$ cat src/rtl/cal_alarm_pkg.sv
// Shared constants and helpers for the calendar alarm.
// Assumes BCD time fields no wider than FIELD_W bits.
package cal_alarm_pkg;
    localparam int DATA_W    = 8;
    localparam int ADDR_W    = 4;
    localparam int NFIELD    = 5;
    localparam int FIELD_W   = 7;
    localparam int ALM_BASE  = 2;
    localparam int FLAG_ADDR = 0;
    localparam int AF_BIT    = 6;
    // field indices, finest first; field i lives at ALM_BASE+i
    localparam int F_SEC  = 0;
    localparam int F_MIN  = 1;
    localparam int F_HOUR = 2;
    localparam int F_DATE = 3;
    localparam int F_MON  = 4;

    typedef logic [FIELD_W-1:0] field_t;

    // Bits that carry BCD data for a given field
    function automatic field_t field_mask(input int idx);
        case (idx)
            F_HOUR, F_DATE: return field_t'(6'h3F);
            F_MON:          return field_t'(5'h1F);
            default:        return field_t'(7'h7F);
        endcase
    endfunction
endpackage

$ cat src/rtl/cal_alarm_regs.sv
// Alarm register file: stores the five alarm bytes and pulls the fields,
// repeat bits and enables out of them. Read data is combinational.
// Assumes one access per cycle; the flags byte is supplied by the flag unit.
module cal_alarm_regs
    import cal_alarm_pkg::*;
#(
    parameter int NF = NFIELD
) (
    input  logic                       clk,
    input  logic                       rst_n,
    input  logic                       wr_en,
    input  logic [ADDR_W-1:0]          addr,
    input  logic [DATA_W-1:0]          wdata,
    input  logic                       af,
    output logic [DATA_W-1:0]          rdata,
    output logic [NF-1:0][FIELD_W-1:0] alm_field,
    output logic [NF-1:0]              rpt,
    output logic                       afe,
    output logic                       abe
);
    logic [NF-1:0][DATA_W-1:0] store;

    // Capture writes to the alarm byte selected by the address
    always_ff @(posedge clk) begin
        if (!rst_n) begin
            store <= '0;
        end else if (wr_en) begin
            for (int i = 0; i < NF; i++) begin
                if (addr == ADDR_W'(ALM_BASE + i)) store[i] <= wdata;
            end
        end
    end

    genvar g;
    generate
        for (g = 0; g < NF; g++) begin : g_field
            assign alm_field[g] = store[g][FIELD_W-1:0] & field_mask(g);
            if (g < NF - 1) begin : g_rpt_top
                assign rpt[g] = store[g][DATA_W-1];
            end else begin : g_rpt_last
                assign rpt[g] = store[F_DATE][DATA_W-2];
            end
        end
    endgenerate

    assign afe = store[F_MON][DATA_W-1];
    assign abe = store[F_MON][DATA_W-2];

    // Read multiplexer over flags and alarm bytes
    always_comb begin
        rdata = '0;
        if (addr == ADDR_W'(FLAG_ADDR)) rdata[AF_BIT] = af;
        for (int i = 0; i < NF; i++) begin
            if (addr == ADDR_W'(ALM_BASE + i)) rdata = store[i];
        end
    end
endmodule

$ cat src/rtl/cal_alarm_match.sv
// Repeat-mode decode and field comparison. A valid repeat code is a run of
// ones from the coarsest bit down; any other code compares nothing.
// Assumes inputs already masked to their field widths.
module cal_alarm_match
    import cal_alarm_pkg::*;
#(
    parameter int NF = NFIELD
) (
    input  logic [NF-1:0][FIELD_W-1:0] alm_field,
    input  logic [NF-1:0][FIELD_W-1:0] now_field,
    input  logic [NF-1:0]              rpt,
    output logic                       hit
);
    logic [NF:0]   inv_code;
    logic          code_ok;
    logic [NF-1:0] cmp_en;
    logic [NF-1:0] eq;

    // Valid when the inverted code is a run of ones from bit 0
    always_comb begin
        inv_code = {1'b0, ~rpt};
        code_ok  = ((inv_code & (inv_code + 1'b1)) == '0);
        cmp_en   = code_ok ? ~rpt : '0;
    end

    genvar g;
    generate
        for (g = 0; g < NF; g++) begin : g_cmp
            assign eq[g] = (alm_field[g] == now_field[g]);
        end
    endgenerate

    assign hit = &(eq | ~cmp_en);
endmodule

$ cat src/rtl/cal_alarm_flag.sv
// Alarm flag and interrupt state. A strobed match sets the flag and, when
// allowed, the pending interrupt; flags reads clear in two steps.
// Assumes a strobed match wins over a flags read in the same cycle.
module cal_alarm_flag (
    input  logic clk,
    input  logic rst_n,
    input  logic tick,
    input  logic hit,
    input  logic afe,
    input  logic abe,
    input  logic backup,
    input  logic flag_rd,
    output logic af,
    output logic irq_pend,
    output logic irq_n_oe
);
    logic irq_ok;

    // Interrupt allowed by enables and supply state
    assign irq_ok = afe & (~backup | abe);

    // Set on strobed match; release interrupt, then flag, on reads
    always_ff @(posedge clk) begin
        if (!rst_n) begin
            af       <= 1'b0;
            irq_pend <= 1'b0;
        end else if (tick && hit) begin
            af <= 1'b1;
            if (irq_ok) irq_pend <= 1'b1;
        end else if (flag_rd) begin
            if (irq_pend) irq_pend <= 1'b0;
            else          af       <= 1'b0;
        end
    end

    assign irq_n_oe = irq_pend & irq_ok;
endmodule

$ cat src/rtl/cal_alarm.sv
// Calendar alarm top: packs the time inputs into fields and ties the
// register file, comparator and flag unit together.
// Assumes sec_tick is a one-cycle pulse once per second.
module cal_alarm
    import cal_alarm_pkg::*;
(
    input  logic              clk,
    input  logic              rst_n,
    input  logic              sec_tick,
    input  logic [6:0]        cur_sec,
    input  logic [6:0]        cur_min,
    input  logic [5:0]        cur_hour,
    input  logic [5:0]        cur_date,
    input  logic [4:0]        cur_mon,
    input  logic              on_battery,
    input  logic [ADDR_W-1:0] bus_addr,
    input  logic              bus_wr,
    input  logic              bus_rd,
    input  logic [DATA_W-1:0] bus_wdata,
    output logic [DATA_W-1:0] bus_rdata,
    output logic              irq_n_oe
);
    logic [NFIELD-1:0][FIELD_W-1:0] alm_field;
    logic [NFIELD-1:0][FIELD_W-1:0] now_field;
    logic [NFIELD-1:0]              rpt;
    logic afe, abe, hit, af, irq_pend, flag_rd;

    // Current time as zero-extended fields, finest first
    always_comb begin
        now_field[F_SEC]  = field_t'(cur_sec);
        now_field[F_MIN]  = field_t'(cur_min);
        now_field[F_HOUR] = field_t'(cur_hour);
        now_field[F_DATE] = field_t'(cur_date);
        now_field[F_MON]  = field_t'(cur_mon);
    end

    assign flag_rd = bus_rd && (bus_addr == ADDR_W'(FLAG_ADDR));

    cal_alarm_regs #(.NF(NFIELD)) u_regs (
        .clk(clk), .rst_n(rst_n), .wr_en(bus_wr), .addr(bus_addr),
        .wdata(bus_wdata), .af(af), .rdata(bus_rdata),
        .alm_field(alm_field), .rpt(rpt), .afe(afe), .abe(abe)
    );

    cal_alarm_match #(.NF(NFIELD)) u_match (
        .alm_field(alm_field), .now_field(now_field), .rpt(rpt), .hit(hit)
    );

    cal_alarm_flag u_flag (
        .clk(clk), .rst_n(rst_n), .tick(sec_tick), .hit(hit),
        .afe(afe), .abe(abe), .backup(on_battery), .flag_rd(flag_rd),
        .af(af), .irq_pend(irq_pend), .irq_n_oe(irq_n_oe)
    );
endmodule

$ cat config.mk
export PLATFORM = sky130hd
export DESIGN_NAME = cal_alarm
export DESIGN_NICKNAME = d
export VERILOG_FILES = /design/src/rtl/cal_alarm_pkg.sv /design/src/rtl/cal_alarm_regs.sv /design/src/rtl/cal_alarm_match.sv /design/src/rtl/cal_alarm_flag.sv /design/src/rtl/cal_alarm.sv
export SDC_FILE = /design/constraint.sdc
export NUM_CORES = 1
export LEC_CHECK = 0
export BUFFER_PORTS_ARGS = -buffer_cell sky130_fd_sc_hd__buf_2
export CAP_MARGIN = 20
export CORE_MARGIN = 3
export CORE_UTILIZATION = 47
export CTS_CLUSTER_SIZE = 40
export DETAILED_ROUTE_END_ITERATION = 10
export PLACE_DENSITY_LB_ADDON = 0.25
export SLEW_MARGIN = 20
export SYNTH_ARGS = -nofsm -noshare
export SYNTH_HDL_FRONTEND = slang
export SYNTH_SLANG_ARGS = --single-unit
$ cat constraint.sdc
create_clock -name clk -period 2.3 [get_ports clk]
set_clock_uncertainty 0.2 [all_clocks]
set_input_delay 0.23 -clock clk [delete_from_list [all_inputs] [get_ports clk]]
set_output_delay 0.23 -clock clk [all_outputs]
set_load 0.02 [all_outputs]
==> impl_metrics.csv <==
group,metric,value,unit
cts,insertion_delay,0.30,ns
global_route,grt_max_degree,44,
pwr,p_leak,1.09,nW
min_path,holdCritPathClass,"input port to register",
floorplanning,core_area,4850,um2
drt,drtIter0Drc,139,
sta,fin_hold_ws,0.0789,ns
synth,async_flop_share,0,%
drt,wire_per_inst,15.8,um
floorplanning,fp.dieW,78.0,um
sta,tns,0,ns
setup_path,critPathMaxFanout,3,
synth,synth_most_common_cell,"mux2i_1",
drt,vias_per_cell,5.30,
global_route,grt_pass1_vias,1954,
floorplanning,die_y,78.0,um
cts,cts-hold-fix-buffers,0,
cts,cts_tree,"done",
cts,numCtsBuffers,5,
sta,relSlewSlack,58.5,%
layout,drive_gt1_share,23.7,%
sta,setup_ws,0.213,ns
setup_path,endpoint_kind,"output port",
cts,htreeDepth,2,
drt,drtPass1Iterations,4,
drt,vias,2036,
synth,synth_area,2430,um2
layout,multi_input_area,1540,um2
synth,yosysSeqAreaShare,34.5,%
synth,ys_seq_elements,42,
drt,drtAntennaViolNets,0,
setup_path,critPathArrivalTime,1.66,ns
layout,design_area,2890,um2
pwr,ir_worst_vdd,0.000359,V
synth,synth_cell_type_count,36,
synth,ys_top_cells_by_area,"dfxtp_1, mux2i_1, nor2b_1, xor2_1, xnor2_1",
cts,clk_pin_slew,0.08,ns
cts,cts_resized,0,
sta,fin_crit,2.09,ns
floorplanning,start_util,50.2,%
drt,drt-total-wl,6.08,mm
layout,seq_area,841,um2
cts,post_cts_buffers,0,
setup_path,crit_chain,"mux2_2, a221oi_1, a211oi_1, o21ai_0, a21oi_1, buf_2",
setup_path,cp_slowest_cell,"dfxtp_1",
sta,finalSetupViolations,0,
global_route,grt_pass1_wl,9.79,mm
cts,cts-root-buf,"clkbuf_8",
setup_path,start_kind,"register",
floorplanning,rows,25,
status,outcome,"finished clean",
place,place_congestion,0.863,
synth,yosysTopAreaCell,"dfxtp_1",
place,pre_cts_slack,0.275,ns
synth,syn-instance-count,261,
place,place_area,2780,um2
sta,period_share,90.8,%
drt,drc,0,
sta,worst_slew_pin_slew,0.622,ns
setup_path,critPathRequiredTime,1.87,ns
layout,fill_cells,462,
synth,yosysWarnings,0,
setup_path,path_class,"register to output port",
layout,nets,366,
layout,final_cells,384,
synth,yosys_most_used_dff,"dfxtp_1",
global_route,track_usage,20.5,%
sta,slew_violations,0,
global_route,grt_overflow,0,
place,hpwlAfterDp,4.58,mm
layout,antenna_cells,0,
setup_path,slowest_delay,0.35,ns
sta,hold_viol,0,
synth,synth.avg_cell_area,9.33,um2
pwr,finalPower,1.56,mW
sta,rsz0062_at_grt,"false",
floorplanning,ios,58,
floorplanning,dieArea,6080,um2
pwr,power_density,539,nW/um2
synth,synth-edff-count,0,
layout,post-route-util,59.6,%
synth,synth_common_cells,"mux2i_1, dfxtp_1, nor2b_1",
synth,synth_top_area_share,34.5,%
job,max_cap_violations,0,
sta,clock.fmax,479,MHz
synth,syn_nets,310,
cts,clk_path_buf_depth,2,
layout,syn2layout_area_growth,18.6,%
place,placed_cells,377,
cts,cts.sinks,42,
global_route,antenna_found_initial,0,
place,portBuffers,57,
[flip-flops by register name, summed over array words and instances, names as in the netlist]
register,count
u_flag.af,1
u_flag.irq_pend,1
u_regs.abe,1
u_regs.afe,1
u_regs.alm_field,31
u_regs.rpt,5
u_regs.store,2
[layer usage]
layer,wire [um],global-route usage [%]
met1,2840,28.4
met2,2820,32.7
met3,341,3.71
met4,87,5.59
met5,0,0
[layout make-up]
type | count | share of cell area [%]
clock buffers | 6 | 2.86
flip-flops and latches | 42 | 29.1
repair buffers | 60 | 10.7
multi-input cells | 207 | 53.3
clock inverters | 1 | 1.04
well taps | 67 | 2.90
inverters | 1 | 0.130
[report_power, final]
group | internal (mW) | leakage, nW | switching, mW | total, mW
Clock | 0.347 | 0.0573 | 0.256 | 0.604
Combinational | 0.0952 | 0.696 | 0.113 | 0.208
Sequential | 0.736 | 0.339 | 0.00916 | 0.745
[layout by cell type, fill, tap and decap left out, drive strengths merged, types with 4 or more instances in the layout]
master / n
dfxtp: 42
o21a: 6
nor4: 5
nor2: 20
xnor2: 13
clkbuf: 6
nand2: 6
xor2: 18
buf: 60
o22ai: 7
nor2b: 41
mux2i: 48
a21oi: 9
o21ai: 6
a31oi: 4
[critical path: cells and delay by family, from the launching register on]
kind,cells,cell delay [ns]
AO/OA/AOI/OAI,4,0.59
flip-flops,1,0.35
multiplexers,1,0.26
buffers and inverters,1,0.17
[kinds of logic (layout without fill, tap and decap cells)]
group	after synthesis	in the layout	synth area share [%]
simple gates	88	88	21.7
compound gates	39	39	10.1
xor+xnor	31	31	11.2
mux	49	49	20.2
flops	42	42	34.5
buf+inv	12	68	2.26
[worst paths after layout]
kind                   startpoint         endpoint  slack (ns)  cells past startpoint
max           u_regs.alm_field[6]     bus_rdata[6]        0.21                      6
min reg2reg       u_flag.irq_pend  u_flag.irq_pend        0.29                      2
max reg2reg  u_regs.alm_field[12]  u_flag.irq_pend        0.41                      6
min                    on_battery  u_flag.irq_pend        0.08                      4
(Power assumes the default switching activity.)
